File: src/rtl/swc_pkg.sv
package swc_pkg;

  typedef enum logic [1:0] {
    M_SLEEP = 2'b00,
    M_HVWU  = 2'b01,
    M_FAST  = 2'b10,
    M_NORM  = 2'b11
  } swc_mode_e;

  function automatic logic mode_awake(input swc_mode_e m);
    return m != M_SLEEP;
  endfunction

  function automatic logic mode_shaped(input swc_mode_e m);
    return (m == M_NORM) || (m == M_HVWU);
  endfunction

  function automatic logic mode_hvdrive(input swc_mode_e m);
    return m == M_HVWU;
  endfunction

  // either comparator seeing a driven level means a dominant bus
  function automatic logic bus_dominant(input logic nrm, input logic hv);
    return nrm | hv;
  endfunction

endpackage

File: src/rtl/swc_sync.sv
module swc_sync #(
  parameter int W = 1,
  parameter logic [W-1:0] RST_VAL = '0
) (
  input  logic         clk,
  input  logic         rst_n,
  input  logic [W-1:0] d,
  output logic [W-1:0] q
);
  logic [W-1:0] meta;

  always_ff @(posedge clk or negedge rst_n) begin
    if (!rst_n) begin
      meta <= RST_VAL;
      q    <= RST_VAL;
    end else begin
      meta <= d;
      q    <= meta;
    end
  end
endmodule

File: src/rtl/swc_mode_filter.sv
module swc_mode_filter
  import swc_pkg::*;
(
  input  logic       clk,
  input  logic       rst_n,
  input  logic [1:0] mode_sync,
  output swc_mode_e  mode_act
);
  logic [1:0] cand;

  always_ff @(posedge clk or negedge rst_n) begin
    if (!rst_n) begin
      cand     <= 2'b00;
      mode_act <= M_SLEEP;
    end else begin
      cand <= mode_sync;
      if (mode_sync == cand) mode_act <= swc_mode_e'(mode_sync);
    end
  end
endmodule

File: src/rtl/swc_pwr_seq.sv
module swc_pwr_seq
  import swc_pkg::*;
#(
  parameter int HOLD_CYCLES = 250000
) (
  input  logic      clk,
  input  logic      rst_n,
  input  swc_mode_e mode_act,
  input  logic      hv_s,
  output logic      pwr_on,
  output logic      wake_evt,
  output logic      hold_expire
);
  localparam int HW = $clog2(HOLD_CYCLES + 1);
  localparam logic [HW-1:0] HOLD_LD = HW'(HOLD_CYCLES);

  logic [HW-1:0] hold_cnt;
  logic          hv_prev;
  logic          awake;

  assign awake       = mode_awake(mode_act);
  assign wake_evt    = !pwr_on && hv_s && !hv_prev;
  assign hold_expire = pwr_on && !awake && (hold_cnt == HW'(1));

  always_ff @(posedge clk or negedge rst_n) begin
    if (!rst_n) begin
      hold_cnt <= '0;
      hv_prev  <= 1'b0;
      pwr_on   <= 1'b0;
    end else begin
      hv_prev <= hv_s;
      if (awake || wake_evt)            hold_cnt <= HOLD_LD;
      else if (pwr_on && hold_cnt != 0) hold_cnt <= hold_cnt - HW'(1);
      if (awake || wake_evt)            pwr_on <= 1'b1;
      else if (hold_expire)             pwr_on <= 1'b0;
    end
  end
endmodule

File: src/rtl/swc_datapath.sv
module swc_datapath
  import swc_pkg::*;
#(
  parameter int RX_RELEASE_CYCLES = 20,
  parameter int DRV_HOLD_CYCLES   = 4
) (
  input  logic      clk,
  input  logic      rst_n,
  input  swc_mode_e mode_act,
  input  logic      txd_s,
  input  logic      bus_s,
  input  logic      hv_s,
  input  logic      uv_s,
  input  logic      ot_s,
  output logic      tx_req,
  output logic      drv_en,
  output logic      drv_dom,
  output logic      drv_hv_sel,
  output logic      wave_en,
  output logic      rxd_out,
  output logic      rxd_oe
);
  localparam int RW = $clog2(RX_RELEASE_CYCLES + 1);
  localparam int DW = $clog2(DRV_HOLD_CYCLES + 1);
  localparam logic [RW-1:0] RX_LD  = RW'(RX_RELEASE_CYCLES);
  localparam logic [DW-1:0] DRV_LD = DW'(DRV_HOLD_CYCLES);

  logic          awake, drv_gate, rx_active;
  logic [RW-1:0] rx_cnt;
  logic [DW-1:0] drv_cnt;

  assign awake    = mode_awake(mode_act);
  assign tx_req   = awake && !txd_s;
  assign drv_gate = awake && !uv_s && !ot_s;

  // transmit side: keep the driver on briefly after going recessive
  always_ff @(posedge clk or negedge rst_n) begin
    if (!rst_n)             drv_cnt <= '0;
    else if (tx_req)        drv_cnt <= DRV_LD;
    else if (drv_cnt != 0)  drv_cnt <= drv_cnt - DW'(1);
  end

  assign drv_en     = drv_gate && (tx_req || drv_cnt != 0);
  assign drv_dom    = drv_en && tx_req;
  assign wave_en    = mode_shaped(mode_act);
  assign drv_hv_sel = mode_hvdrive(mode_act);

  // receive side: in sleep, drive only around a wake level
  always_ff @(posedge clk or negedge rst_n) begin
    if (!rst_n) begin
      rx_active <= 1'b0;
      rx_cnt    <= '0;
    end else if (awake) begin
      rx_active <= 1'b0;
      rx_cnt    <= '0;
    end else if (hv_s) begin
      rx_active <= 1'b1;
      rx_cnt    <= RX_LD;
    end else if (rx_active) begin
      if (rx_cnt <= RW'(1)) begin
        rx_active <= 1'b0;
        rx_cnt    <= '0;
      end else begin
        rx_cnt <= rx_cnt - RW'(1);
      end
    end
  end

  assign rxd_oe  = !uv_s && (awake || rx_active || hv_s);
  assign rxd_out = rxd_oe ? !bus_dominant(bus_s, hv_s) : 1'b1;
endmodule

File: src/rtl/swc_mode_ctrl.sv
module swc_mode_ctrl
  import swc_pkg::*;
#(
  parameter int HOLD_CYCLES       = 250000,
  parameter int RX_RELEASE_CYCLES = 20,
  parameter int DRV_HOLD_CYCLES   = 4
) (
  input  logic       clk,
  input  logic       rst_n,
  input  logic [1:0] mode_in,
  input  logic       txd_in,
  input  logic       bus_dom_in,
  input  logic       hv_wake_in,
  input  logic       uv_in,
  input  logic       ot_in,
  input  logic       gnd_loss_in,
  output logic       drv_en,
  output logic       drv_dom,
  output logic       drv_hv_sel,
  output logic       wave_en,
  output logic       rxd_out,
  output logic       rxd_oe,
  output logic       cntl_out,
  output logic       load_sw_en
);
  localparam int SW = 7;

  logic [SW-1:0] stat_sync;
  logic [1:0]    mode_sync;
  logic          bus_s, hv_s, uv_s, ot_s, gnd_s, txd_s;
  swc_mode_e     mode_act;
  logic          pwr_on, wake_evt, hold_expire, tx_req;

  swc_sync #(.W(SW), .RST_VAL('0)) u_sync_stat (
    .clk(clk), .rst_n(rst_n),
    .d({mode_in, bus_dom_in, hv_wake_in, uv_in, ot_in, gnd_loss_in}),
    .q(stat_sync)
  );

  swc_sync #(.W(1), .RST_VAL(1'b1)) u_sync_txd (
    .clk(clk), .rst_n(rst_n), .d(txd_in), .q(txd_s)
  );

  assign {mode_sync, bus_s, hv_s, uv_s, ot_s, gnd_s} = stat_sync;

  swc_mode_filter u_filt (
    .clk(clk), .rst_n(rst_n), .mode_sync(mode_sync), .mode_act(mode_act)
  );

  swc_pwr_seq #(.HOLD_CYCLES(HOLD_CYCLES)) u_pwr (
    .clk(clk), .rst_n(rst_n), .mode_act(mode_act), .hv_s(hv_s),
    .pwr_on(pwr_on), .wake_evt(wake_evt), .hold_expire(hold_expire)
  );

  swc_datapath #(
    .RX_RELEASE_CYCLES(RX_RELEASE_CYCLES),
    .DRV_HOLD_CYCLES(DRV_HOLD_CYCLES)
  ) u_dp (
    .clk(clk), .rst_n(rst_n), .mode_act(mode_act), .txd_s(txd_s),
    .bus_s(bus_s), .hv_s(hv_s), .uv_s(uv_s), .ot_s(ot_s),
    .tx_req(tx_req), .drv_en(drv_en), .drv_dom(drv_dom),
    .drv_hv_sel(drv_hv_sel), .wave_en(wave_en),
    .rxd_out(rxd_out), .rxd_oe(rxd_oe)
  );

  assign cntl_out   = pwr_on;
  assign load_sw_en = !gnd_s;
endmodule

File: config.mk
export PLATFORM = sky130hd
export DESIGN_NAME = swc_mode_ctrl
export DESIGN_NICKNAME = d
export VERILOG_FILES = /design/src/rtl/swc_pkg.sv /design/src/rtl/swc_sync.sv /design/src/rtl/swc_mode_filter.sv /design/src/rtl/swc_pwr_seq.sv /design/src/rtl/swc_datapath.sv /design/src/rtl/swc_mode_ctrl.sv
export SDC_FILE = /design/constraint.sdc
export NUM_CORES = 1
export LEC_CHECK = 0
export ABC_AREA = 1
export BUFFER_PORTS_ARGS = -buffer_cell sky130_fd_sc_hd__clkbuf_2
export CORE_ASPECT_RATIO = 0.9
export CORE_UTILIZATION = 59
export DETAILED_ROUTE_END_ITERATION = 10
export PLACE_DENSITY = 0.78
export REMOVE_ABC_BUFFERS = 1
export SYNTH_ARGS = -nofsm -noshare
export SYNTH_HDL_FRONTEND = slang
export SYNTH_SLANG_ARGS = --single-unit
File: constraint.sdc
create_clock -name clk -period 2.04 [get_ports clk]
set_input_delay 0.102 -clock clk [delete_from_list [all_inputs] [get_ports clk]]
set_output_delay 0.102 -clock clk [all_outputs]
set_load 0.01 [all_outputs]
==> run_results.csv <==
group,metric,value,unit
status,outcome,"complete, no violations",
yosys,syn_inst,295,
floorplanning,ioPinCount,18,
timing,finalCriticalPeriod,1.77,ns
clock_network,path_clk_slew,0.09,ns
timing,finalWorstSetupSlack,0.266,ns
yosys,synth_top_family_by_area,"simple AND/OR/NAND/NOR gates",
clock_network,htree_levels,2,
floorplanning,die_w,70.7,um
floorplanning,die_area,4510,um2
clock_network,clock_sinks,49,
floorplanning,fp.dieH,63.8,um
yosys,synth_cell_types,34,
setup_path,path_cells,"inv_1, ha_1, nand2_2, nor2_4, nand3_2, nand2_4, nand2_4, nand2_1, o21ai_2",
finish,layout.nets,342,
placed_design,dp.cells,358,
clock_network,cts_tree,"built",
grt,grt_first_pass_wirelength,8.34,mm
floorplanning,design.core.area,4070,um2
setup_path,cp.depth,9,
setup_path,path_class,"flop to flop",
setup_path,critical_path_buf_inv_count,1,
setup_path,cpMostUsedCell,"nand2_4",
setup_path,crit_slowest_cell,"dfrtp_1",
grt,antenna_found_initial,0,
drt,via_count,1963,
grt,overflow,0,
grt,grt_use_total,0.239,
grt,grt_pass1_vias,1866,
clock_network,cts_root_buf,"clkbuf_8",
power_and_ir_drop,power,2.41,mW
timing,tns,0,ns
placed_design,dp_worst_setup_slack,0.300,ns
setup_path,crit_arrival,1.98,ns
placed_design,port_buffers,17,
yosys,ys_ff_latch,49,
power_and_ir_drop,ir_drop,0.604,mV
yosys,synth_seq_area_share,0.491,
yosys,yosysWarningCount,0,
yosys,yosys.area.top_type,"dfrtp_1",
run,cap_violations,0,
power_and_ir_drop,leakagePower,1.40,nW
clock_network,clk_latency,0.31,ns
yosys,synth_mux_area_frac,0,
finish,fin_cells,375,
timing,period_share,0.870,
clock_network,clockBufferDepth,2,
timing,setup_violations,0,
yosys,synth_area_leaders,"dfrtp_1 47%, nand2_1 10%, nand3_1 6.8%, nor2_1 6.3%, inv_1 4.8%",
yosys,syn_area,2500,um2
setup_path,setup.worst_path.end_class,"flop",
power_and_ir_drop,p_per_area,856,nW/um2
timing,finalHoldViolCount,0,
yosys,synth_compound_area_frac,0.0745,
timing,fmax,564,MHz
yosys,avgSynthCellArea,8.49,um2
setup_path,crit_family,"simple AND/OR/NAND/NOR gates",
yosys,yosysTopAreaCellShare,0.470,
floorplanning,rows,22,
finish,diodes,0,
finish,layout_commonest_cell,"nand2_1",
finish,drive_above_1_share,0.171,
yosys,synth_xor_area_frac,0.0350,
grt,grt_max_degree,31,
placed_design,gp_congestion,0.918,
drt,wire_per_inst,12.2,um
drt,route.detailed.drc,0,
timing,hold_ws,0.288,ns
setup_path,crit_path_max_incr_delay,0.38,ns
drt,detail-route-antenna-nets,0,
drt,wl,4.58,mm
drt,drt_iter0_drc,124,
setup_path,crit_path_start_kind,"flop",
timing,clock_skew,0.00504,ns
drt,via_per_inst,5.23,
setup_path,reg2regPathDepth,9,
finish,final_cell_mix,"67 x nand2_1, 47 x dfrtp_1, 42 x nor2_1",
placed_design,place_hpwl,3.33,mm
timing,drv_slew,0,
setup_path,critPathMaxFanout,21,
setup_path,required,2.24,ns
floorplanning,initial_core_util,0.615,
timing,rsz0062_at_grt,"no",
yosys,synth_fa_ha_area_frac,0.0300,
finish,synthToLayoutAreaGrowth,12.6,%
timing,tightest_slew,0.515,ns
timing,max_slew_margin,0.657,
clock_network,numCtsBuffers,5,
drt,first_pass_iters,4,
hold_path,hold_path.class,"input port to async pin",
yosys,yosys.area_share.simple,0.293,
-- power by group --
part | switching (mW) | internal (mW) | leakage [nW]
sequential | 0.0836 | 1.07 | 0.582
combinational | 0.412 | 0.241 | 0.766
clock | 0.349 | 0.255 | 0.0495
-- layout make-up --
class | instances | area (um2)
Tap cell | 48 | 60.1
Timing Repair Buffer | 30 | 218
Clock buffer | 5 | 68.8
Multi-Input combinational cell | 206 | 1090
Inverter | 34 | 130
Sequential cell | 49 | 1230
Clock inverter | 3 | 26.3
Fill cell | 324 | 1250
-- routing by layer --
layer | vias to the layer above | part of all wire | GRT usage
li1 | 998 | - | -
met1 | 900 | 0.47 | 0.326
met2 | 56 | 0.45 | 0.386
met3 | 9 | 0.058 | 0.0521
met4 | 0 | 0.014 | 0.0750
met5 | - | 0 | 0
-- worst paths after layout --
| check | startpoint | end | slack (ns) |
|---|---|---|---|
| setup reg to reg | u_pwr.hold_cnt[1] | u_pwr.hold_cnt[9] | 0.27 |
| setup / recovery | u_pwr.hold_cnt[1] | u_pwr.hold_cnt[9] | 0.27 |
| hold reg to reg | u_sync_stat.meta[6] | u_sync_stat.q[6] | 0.36 |
| hold / removal | rst_n | u_pwr.hold_cnt[11] | 0.29 |
| max in group asynchronous | rst_n | u_sync_txd.meta | 1.15 |
| min in group clk | u_sync_stat.meta[6] | u_sync_stat.q[6] | 0.36 |
-- sequential cells by signal, summed over array words and instances (netlist names) --
name and cells:
u_dp.drv_cnt 3, u_dp.rx_active 1, u_dp.rx_cnt 5, u_filt.cand 2, u_filt.mode_act 2, u_pwr.hold_cnt 18
u_pwr.hv_prev 1, u_pwr.pwr_on 1, u_sync_stat.meta 7, u_sync_stat.q 7, u_sync_txd.meta 1, u_sync_txd.q 1
-- Yosys cell counts (all sizes together) --
library cell / number
nand2: 76
dfrtp: 47
nor2: 46
nand3: 35
inv: 34
o21ai: 16
ha: 6
xor2: 6
buf: 5
xnor2: 4
a21oi: 3
nor3: 3
dfstp: 2
nand3b: 2
nand4: 2
o22ai: 2
o31ai: 2
a211oi: 1
a22o: 1
clkbuf: 1
o21a: 1
-- worst register-to-register path, stage by stage (launching register included) --
cell and delay [ns]:
dfrtp_1 0.38, inv_1 0.11, ha_1 0.20, nand2_2 0.10, nor2_4 0.16, nand3_2 0.11, nand2_4 0.18, nand2_4 0.21
nand2_1 0.16, o21ai_2 0.05
-- per-stage QoR --
stage / area [um2] / utilization
final: 2820 / 0.692
after global routing: 2820 / 0.692
after CTS: 2810 / 0.691
after detailed placement: 2630 / 0.645
after global placement: 2630 / 0.645
after floorplan: 2440 / -
-- kinds of logic (layout without fill, tap and decap cells) --
group,count (synthesis),after routing
DFF,49,49
xor gates and xnor gates,10,10
adders and majority gates,6,6
AOI/OAI and AO/OA,26,26
buffers and inverters,40,72
and+or+nand+nor,164,164
-- timing repair --
item,CTS,global route
setup buffers,0,0
hold buffers,9,0
endpoints found under the hold margin,27,0
resized for setup,0,1
endpoints found under the setup margin,0,1
(Power assumes the default switching activity.)
